`src/rtl/cbr_pkg.sv`:
```
package cbr_pkg;

  typedef enum logic [2:0] {
    ST_IDLE     = 3'd0,
    ST_IMP_SEND = 3'd1,
    ST_IMP_WAIT = 3'd2,
    ST_FN_RUN   = 3'd3,
    ST_FN_SEND  = 3'd4,
    ST_TK_RUN   = 3'd5,
    ST_TK_SEND  = 3'd6
  } cbr_state_e;

  // Controlled time may advance only when idle or while a task body runs.
  function automatic logic clock_runs(input cbr_state_e s);
    return (s == ST_IDLE) || (s == ST_TK_RUN);
  endfunction

  function automatic logic is_send(input cbr_state_e s);
    return (s == ST_IMP_SEND) || (s == ST_FN_SEND) || (s == ST_TK_SEND);
  endfunction

endpackage

```
`src/rtl/cbr_enable.sv`:
```
module cbr_enable
  import cbr_pkg::*;
(
  input  logic       clk,
  input  logic       rst,
  input  cbr_state_e state_nx,
  output logic       cclk_en
);

  logic en_q;

  always_ff @(posedge clk) begin
    if (rst) en_q <= 1'b1;
    else     en_q <= clock_runs(state_nx);
  end

  assign cclk_en = en_q;

endmodule

```
`src/rtl/cbr_ctrl.sv`:
```
module cbr_ctrl
  import cbr_pkg::*;
(
  input  logic       clk,
  input  logic       rst,
  input  logic       imp_req_valid,
  input  logic       in_valid,
  input  logic       in_is_task,
  input  logic       out_ready,
  input  logic       exp_fin,
  input  logic       cclk_en,
  output cbr_state_e state_nx,
  output logic       imp_req_ready,
  output logic       in_ready,
  output logic       out_valid,
  output logic       imp_take,
  output logic       exp_take,
  output logic       reply_take,
  output logic       fin_take,
  output logic       exp_go,
  output logic       imp_done
);

  cbr_state_e state_q;
  logic idle, in_fire, out_fire, waiting_reply, running;
  logic exp_go_q, imp_done_q;

  assign idle          = (state_q == ST_IDLE);
  assign waiting_reply = (state_q == ST_IMP_WAIT);
  assign running       = (state_q == ST_FN_RUN) || (state_q == ST_TK_RUN);

  assign imp_req_ready = idle;
  assign in_ready      = (idle && !imp_req_valid) || waiting_reply;
  assign out_valid     = is_send(state_q);

  assign in_fire    = in_valid && in_ready;
  assign out_fire   = out_valid && out_ready;
  assign imp_take   = idle && imp_req_valid;
  assign exp_take   = idle && in_fire;
  assign reply_take = waiting_reply && in_fire;
  assign fin_take   = running && exp_fin;

  always_comb begin
    state_nx = state_q;
    unique case (state_q)
      ST_IDLE: begin
        if (imp_take)      state_nx = ST_IMP_SEND;
        else if (exp_take) state_nx = in_is_task ? ST_TK_RUN : ST_FN_RUN;
      end
      ST_IMP_SEND: if (out_fire)   state_nx = ST_IMP_WAIT;
      ST_IMP_WAIT: if (reply_take) state_nx = ST_IDLE;
      ST_FN_RUN:   if (fin_take)   state_nx = ST_FN_SEND;
      ST_TK_RUN:   if (fin_take)   state_nx = ST_TK_SEND;
      ST_FN_SEND,
      ST_TK_SEND:  if (out_fire)   state_nx = ST_IDLE;
      default:                     state_nx = ST_IDLE;
    endcase
  end

  always_ff @(posedge clk) begin
    if (rst) begin
      state_q    <= ST_IDLE;
      exp_go_q   <= 1'b0;
      imp_done_q <= 1'b0;
    end else begin
      state_q    <= state_nx;
      exp_go_q   <= exp_take;
      imp_done_q <= reply_take;
    end
  end

  assign exp_go   = exp_go_q;
  assign imp_done = imp_done_q;


  reset_idle_chk: assert property (@(posedge clk)
    rst |=> cclk_en && !out_valid && imp_req_ready && !exp_go && !imp_done);


  imp_stop_chk: assert property (@(posedge clk) disable iff (rst)
    imp_take |=> !cclk_en && out_valid);


  send_paused_chk: assert property (@(posedge clk) disable iff (rst)
    out_valid |-> !cclk_en);


  ports_exclusive_chk: assert property (@(posedge clk) disable iff (rst)
    !(in_ready && out_valid));


  reply_restart_chk: assert property (@(posedge clk) disable iff (rst)
    reply_take |=> cclk_en && imp_done);


  fn_stop_chk: assert property (@(posedge clk) disable iff (rst)
    exp_take && !in_is_task |=> !cclk_en && exp_go);


  task_runs_chk: assert property (@(posedge clk) disable iff (rst)
    exp_take && in_is_task |=> cclk_en && exp_go);


  fin_send_chk: assert property (@(posedge clk) disable iff (rst)
    fin_take |=> out_valid && !cclk_en);


  busy_block_chk: assert property (@(posedge clk) disable iff (rst)
    out_valid |-> !imp_req_ready);


  fin_ignored_chk: assert property (@(posedge clk) disable iff (rst)
    exp_fin && idle && !imp_req_valid && !in_valid |=> !out_valid && cclk_en);

endmodule

```
`src/rtl/cbr_datapath.sv`:
```
module cbr_datapath #(
  parameter int ID_W  = 6,
  parameter int FLD_W = 16,
  parameter int NFLD  = 4,
  localparam int FW    = NFLD * FLD_W,
  localparam int MSG_W = ID_W + FW
) (
  input  logic             clk,
  input  logic             rst,
  input  logic             imp_take,
  input  logic             exp_take,
  input  logic             reply_take,
  input  logic             fin_take,
  input  logic [ID_W-1:0]  imp_id,
  input  logic [FW-1:0]    imp_args,
  input  logic [MSG_W-1:0] in_msg,
  input  logic [FW-1:0]    exp_res,
  output logic             in_is_task,
  output logic [MSG_W-1:0] out_msg,
  output logic [FW-1:0]    imp_res,
  output logic [ID_W-1:0]  exp_id,
  output logic [FW-1:0]    exp_args
);

  function automatic logic [MSG_W-1:0] pack_msg(input logic [ID_W-1:0] id,
                                                input logic [FW-1:0]   f);
    logic [MSG_W-1:0] m;
    m = '0;
    m[ID_W-1:0] = id;
    for (int k = 0; k < NFLD; k++)
      m[ID_W + k*FLD_W +: FLD_W] = f[k*FLD_W +: FLD_W];
    return m;
  endfunction

  function automatic logic [FW-1:0] unpack_fields(input logic [MSG_W-1:0] m);
    logic [FW-1:0] f;
    for (int k = 0; k < NFLD; k++)
      f[k*FLD_W +: FLD_W] = m[ID_W + k*FLD_W +: FLD_W];
    return f;
  endfunction

  logic [MSG_W-1:0] out_q;
  logic [FW-1:0]    res_q, args_q;
  logic [ID_W-1:0]  id_q;

  assign in_is_task = in_msg[ID_W-1];

  always_ff @(posedge clk) begin
    if (rst) begin
      out_q  <= '0;
      res_q  <= '0;
      args_q <= '0;
      id_q   <= '0;
    end else begin
      if (imp_take)      out_q <= pack_msg(imp_id, imp_args);
      else if (fin_take) out_q <= pack_msg(id_q, exp_res);
      if (reply_take) res_q <= unpack_fields(in_msg);
      if (exp_take) begin
        id_q   <= in_msg[ID_W-1:0];
        args_q <= unpack_fields(in_msg);
      end
    end
  end

  assign out_msg  = out_q;
  assign imp_res  = res_q;
  assign exp_id   = id_q;
  assign exp_args = args_q;


  args_hold_chk: assert property (@(posedge clk) disable iff (rst)
    !exp_take |=> $stable(exp_args) && $stable(exp_id));


  res_hold_chk: assert property (@(posedge clk) disable iff (rst)
    !reply_take |=> $stable(imp_res));

endmodule

```
`src/rtl/fcall_bridge.sv`:
```
module fcall_bridge
  import cbr_pkg::*;
#(
  parameter int ID_W  = 6,
  parameter int FLD_W = 16,
  parameter int NFLD  = 4,
  localparam int FW    = NFLD * FLD_W,
  localparam int MSG_W = ID_W + FW
) (
  input  logic             clk,
  input  logic             rst,
  output logic             cclk_en,
  input  logic             imp_req_valid,
  output logic             imp_req_ready,
  input  logic [ID_W-1:0]  imp_id,
  input  logic [FW-1:0]    imp_args,
  output logic             imp_done,
  output logic [FW-1:0]    imp_res,
  output logic             exp_go,
  output logic [ID_W-1:0]  exp_id,
  output logic [FW-1:0]    exp_args,
  input  logic             exp_fin,
  input  logic [FW-1:0]    exp_res,
  output logic             out_valid,
  input  logic             out_ready,
  output logic [MSG_W-1:0] out_msg,
  input  logic             in_valid,
  output logic             in_ready,
  input  logic [MSG_W-1:0] in_msg
);

  cbr_state_e state_nx;
  logic in_is_task, imp_take, exp_take, reply_take, fin_take;

  cbr_ctrl u_ctrl (
    .clk           (clk),
    .rst           (rst),
    .imp_req_valid (imp_req_valid),
    .in_valid      (in_valid),
    .in_is_task    (in_is_task),
    .out_ready     (out_ready),
    .exp_fin       (exp_fin),
    .cclk_en       (cclk_en),
    .state_nx      (state_nx),
    .imp_req_ready (imp_req_ready),
    .in_ready      (in_ready),
    .out_valid     (out_valid),
    .imp_take      (imp_take),
    .exp_take      (exp_take),
    .reply_take    (reply_take),
    .fin_take      (fin_take),
    .exp_go        (exp_go),
    .imp_done      (imp_done)
  );

  cbr_enable u_enable (
    .clk      (clk),
    .rst      (rst),
    .state_nx (state_nx),
    .cclk_en  (cclk_en)
  );

  cbr_datapath #(.ID_W(ID_W), .FLD_W(FLD_W), .NFLD(NFLD)) u_data (
    .clk        (clk),
    .rst        (rst),
    .imp_take   (imp_take),
    .exp_take   (exp_take),
    .reply_take (reply_take),
    .fin_take   (fin_take),
    .imp_id     (imp_id),
    .imp_args   (imp_args),
    .in_msg     (in_msg),
    .exp_res    (exp_res),
    .in_is_task (in_is_task),
    .out_msg    (out_msg),
    .imp_res    (imp_res),
    .exp_id     (exp_id),
    .exp_args   (exp_args)
  );


  out_hold_chk: assert property (@(posedge clk) disable iff (rst)
    out_valid && !out_ready |=> out_valid && $stable(out_msg));

endmodule

```
`config.mk`:
```
export PLATFORM = sky130hd
export DESIGN_NAME = fcall_bridge
export DESIGN_NICKNAME = d
export VERILOG_FILES = /design/src/rtl/cbr_pkg.sv /design/src/rtl/cbr_enable.sv /design/src/rtl/cbr_ctrl.sv /design/src/rtl/cbr_datapath.sv /design/src/rtl/fcall_bridge.sv
export SDC_FILE = /design/constraint.sdc
export NUM_CORES = 1
export LEC_CHECK = 0
export ABC_AREA = 1
export BUFFER_PORTS_ARGS = -buffer_cell sky130_fd_sc_hd__buf_4
export CAP_MARGIN = 20
export CELL_PAD_IN_SITES_DETAIL_PLACEMENT = 2
export CELL_PAD_IN_SITES_GLOBAL_PLACEMENT = 2
export CORE_MARGIN = 4
export CORE_UTILIZATION = 25
export CTS_CLUSTER_DIAMETER = 30
export DETAILED_ROUTE_END_ITERATION = 10
export PLACE_DENSITY = 0.92
export SLEW_MARGIN = 0
export SYNTH_ARGS = -nofsm -noshare
export SYNTH_HDL_FRONTEND = slang
export SYNTH_SLANG_ARGS = --single-unit
export TNS_END_PERCENT = 50
```
`constraint.sdc`:
```
create_clock -name clk -period 2.57 [get_ports clk]
set_clock_uncertainty 0.1 [all_clocks]
set_input_delay 0.1285 -clock clk [delete_from_list [all_inputs] [get_ports clk]]
set_output_delay 0.1285 -clock clk [all_outputs]
set_load 0.005 [all_outputs]
```
==> flow_metrics.env <==
export IMPL_die_w_um=187
export IMPL_maxCapViolCount=0
export IMPL_initialDrtViolationCount=531
export IMPL_hold_path_class="primary input to flip-flop"
export IMPL_path_delay_family="buffers and inverters"
export IMPL_r2r_slack_ns=0.10
export IMPL_syn_nets=1258
export IMPL_preCtsSetupSlack_ns=0.236
export IMPL_path_buf_inv=2
export IMPL_grt_antenna_before_repair=13
export IMPL_clock_sinks=210
export IMPL_worst_pin_slew_ns=0.919
export IMPL_critPathCaptureType="flip-flop"
export IMPL_drc=0
export IMPL_yosysSeqAreaShare=0.527
export IMPL_final_layout_size_suffix_gt1_frac=0.324
export IMPL_root_buffer="clkbuf_16"
export IMPL_cts_htree_levels=2
export IMPL_clock_power_share=0.526
export IMPL_cp_startpoint="u_ctrl.state_q[0]"
export IMPL_gp_congestion=0.805
export IMPL_worstReg2RegEnd="u_data.out_msg[23]"
export IMPL_synth_simple_area_share=0.229
export IMPL_finalHoldViolations=0
export IMPL_holdPathStages=7
export IMPL_overflow=0
export IMPL_cpMaxStageDelayCell="dlygate4sd3_1"
export IMPL_yosys_area_share_adder=0
export IMPL_setup_viol=0
export IMPL_muxShareOfSynthArea=0
export IMPL_cp_arrival_ns=2.87
export IMPL_grt_max_degree=80
export IMPL_ir_drop_uv=687
export IMPL_die_area_um2=34900
export IMPL_pwr_share_comb=0.204
export IMPL_finalCritPeriodShare=0.961
export IMPL_power_internal_mw=10.5
export IMPL_drt_total_wl_um=59400
export IMPL_yosys_warnings=0
export IMPL_maxSlewViolCount=0
export IMPL_required_ns=2.98
export IMPL_wl_per_cell_um=28.0
export IMPL_ys_ff_latch=210
export IMPL_clkSlewWorstSetupHoldPaths_ns=0.04
export IMPL_r2r_cells=8
export IMPL_max_freq_ghz=0.405
export IMPL_post_dp_hpwl_um=28000
export IMPL_ios=420
export IMPL_antenna_left=0
export IMPL_rr_startpoint="u_ctrl.state_q[0]"
export IMPL_start_util=0.253
export IMPL_vias_per_cell=5.19
export IMPL_critical_path_class="flip-flop to flip-flop"
export IMPL_cts_tree="built"
export IMPL_synth_top_family_by_area="simple AND/OR/NAND/NOR gates"
export IMPL_clkLatencyLatePin_ns=0.55
export IMPL_synth_cell_types=17
export IMPL_grtUsageTotal=0.321
export IMPL_startpoint_type="flip-flop"
export IMPL_slowest_delay_ns=0.59
export IMPL_dieHeight_um=187
export IMPL_nets=1871
export IMPL_areaGrowthSynthToFinish_pct=96.5
export IMPL_seqPwrFrac=0.270
export IMPL_port_buffers=419
export IMPL_power_switching_mw=4.53
export IMPL_clockBufferDepth=3
export IMPL_syn_avg_cell_area_um2=7.62
export IMPL_fin_crit_ns=2.47
export IMPL_slew_headroom=0.387
export IMPL_power_density_nw_per_um2=955
export IMPL_rows=65
export IMPL_p_leak_nw=7.44
export IMPL_postLayoutCellArea_um2=15700
export IMPL_drt_pass1_iterations=5
export IMPL_grt_pass1_vias=13000
export IMPL_grt_first_pass_wirelength_um=86500
export IMPL_core_um2=31600
export IMPL_synth_xor_xnor_area_share=0
export IMPL_netlist_instances=1048
export IMPL_whs_endpoint="u_ctrl.state_q[1]"
export IMPL_syn_cell_area_um2=7980
export IMPL_status="finished clean"
export IMPL_hp_start="out_ready"
export IMPL_numCtsBuffers=58
export IMPL_placed_area_um2=11500
export IMPL_p_sw_frac=0.302
export IMPL_cp_cell_sequence="nand2_1 -> nor2_2 -> nand2_2 -> nand3_4 -> buf_12 -> o21ai_1 -> a31oi_1 -> dlygate4sd3_1"
export IMPL_num_vias=11000
export IMPL_synth_compound_area_frac=0.186
export IMPL_fin_ws_ns=0.101
export IMPL_critPathMaxFanout=45
-- placed cells by master, fill, tap and decap left out --
master | synthesis | routed
buf_4 | 5 | 425
nor2_1 | 279 | 277
dfxtp_1 | 210 | 207
dlygate4sd3_1 | 0 | 205
o21ai_0 | 189 | 189
nand2_1 | 92 | 90
nand3_1 | 80 | 80
a31oi_1 | 70 | 70
clkbuf_16 | 0 | 58
clkinv_2 | 0 | 16
o21ai_1 | 16 | 16
inv_1 | 16 | 14
diode_2 | 0 | 13
bufinv_16 | 0 | 11
buf_12 | 0 | 9
clkinvlp_4 | 0 | 8
clkbuf_1 | 49 | 6
clkbuf_8 | 0 | 6
inv_2 | 3 | 3
nand3_2 | 2 | 3
dfxtp_2 | 0 | 3
nor2_4 | 1 | 2
nand2_2 | 0 | 2
nor2_2 | 0 | 1
nand3_4 | 0 | 1
inv_4 | 0 | 1
a21oi_4 | 1 | 1
a21oi_1 | 1 | 1
inv_6 | 0 | 1
clkinv_16 | 0 | 1
clkinv_4 | 0 | 1
inv_16 | 0 | 1
-- final cells by class --
class | count | area, µm²
multi-input cells | 733 | 3350
flip-flops and latches | 210 | 4210
clock buffers | 70 | 1560
fillers | 3342 | 15900
inverters | 19 | 75.1
well taps | 402 | 503
clock inverters | 38 | 533
diodes | 13 | 32.5
repair buffers | 639 | 5420
-- per-layer routing --
layer / track usage / share of wire / up-vias / wire (µm)
met5: 0 / 0 / - / 0
met4: 0.221 / 0.078 / 0 / 4610
met3: 0.0851 / 0.057 / 257 / 3410
met2: 0.601 / 0.53 / 546 / 31500
met1: 0.305 / 0.33 / 5434 / 19800
li1: - / - / 4787 / -
-- synthesized netlist by cell type --
cell type / number / area [µm²]
inv_1: 16 / 60.1
buf_4: 5 / 37.5
nand2_1: 92 / 345
buf_6: 1 / 11.3
inv_2: 3 / 11.3
nand3_2: 2 / 20.0
o21ai_0: 189 / 946
o21ai_1: 16 / 80.1
dfxtp_1: 210 / 4200
a21oi_1: 1 / 5.00
clkbuf_1: 49 / 184
nor2_1: 279 / 1050
a31oi_1: 70 / 438
buf_2: 33 / 165
nand3_1: 80 / 400
a21oi_4: 1 / 16.3
nor2_4: 1 / 11.3
-- worst max-delay path by stage --
stage,slack [ns],depth (start not counted),to
global placement,0.36,10,u_enable.cclk_en
detailed placement,0.24,10,u_enable.cclk_en
global route,-0.005,8,u_data.out_msg[23]
CTS,0.01,7,u_data.out_msg[23]
finish,0.10,8,u_data.out_msg[23]
floorplan,1.03,10,u_enable.cclk_en
-- cell families after synthesis --
group | Yosys count
buffers and inverters | 107
AND/OR/NAND/NOR | 454
AO/OA/AOI/OAI | 277
flip-flops | 210
-- worst reg2reg max path, delay by kind of cell (launching register included) --
kind / cells / cell delay (ns)
simple gates: 4 / 0.69
compound gates: 2 / 0.43
buf+inv: 2 / 0.82
flops: 1 / 0.39
-- power groups by stage --
stage          Clock, mW  Sequential (mW)  Combinational, mW
2_1_floorplan          0             3.98              0.957
3_3_place_gp           0             3.97               2.29
3_5_place_dp           0             4.00               2.40
4_1_cts             7.79             3.97               2.80
5_1_grt             8.18             4.08               3.23
6_report            7.88             4.04               3.06
-- what timing repair did --
action / CTS / global route
setup buffers: 0 / 1
setup endpoints to repair: 0 / 30
gates resized for setup: 0 / 7
hold buffers: 205 / 0
hold endpoints to repair: 210 / 0
-- flip-flops by register name, summed over array words and instances (netlist names) --
register,cells
u_ctrl.imp_done,1
u_data.exp_id,6
u_ctrl.state_q,3
u_enable.cclk_en,1
u_data.imp_res,64
u_data.out_msg,70
u_ctrl.exp_go,1
u_data.exp_args,64
-- metrics by stage --
stage                     TNS (ns)  std cells  hold WS (ns)  total power, mW  utilization
after floorplan                  0       1048        0.0976             4.94            -
after detailed placement         0       1795         0.266             6.40        0.363
after CTS                        0       2108      0.000863             14.6        0.494
after global placement           0       1795         0.251             6.26        0.363
final                            0       2124        0.0240             15.0        0.497
after global routing      -0.00493       2124        0.0682             15.5        0.497
Power figures use the tool's default switching activity.
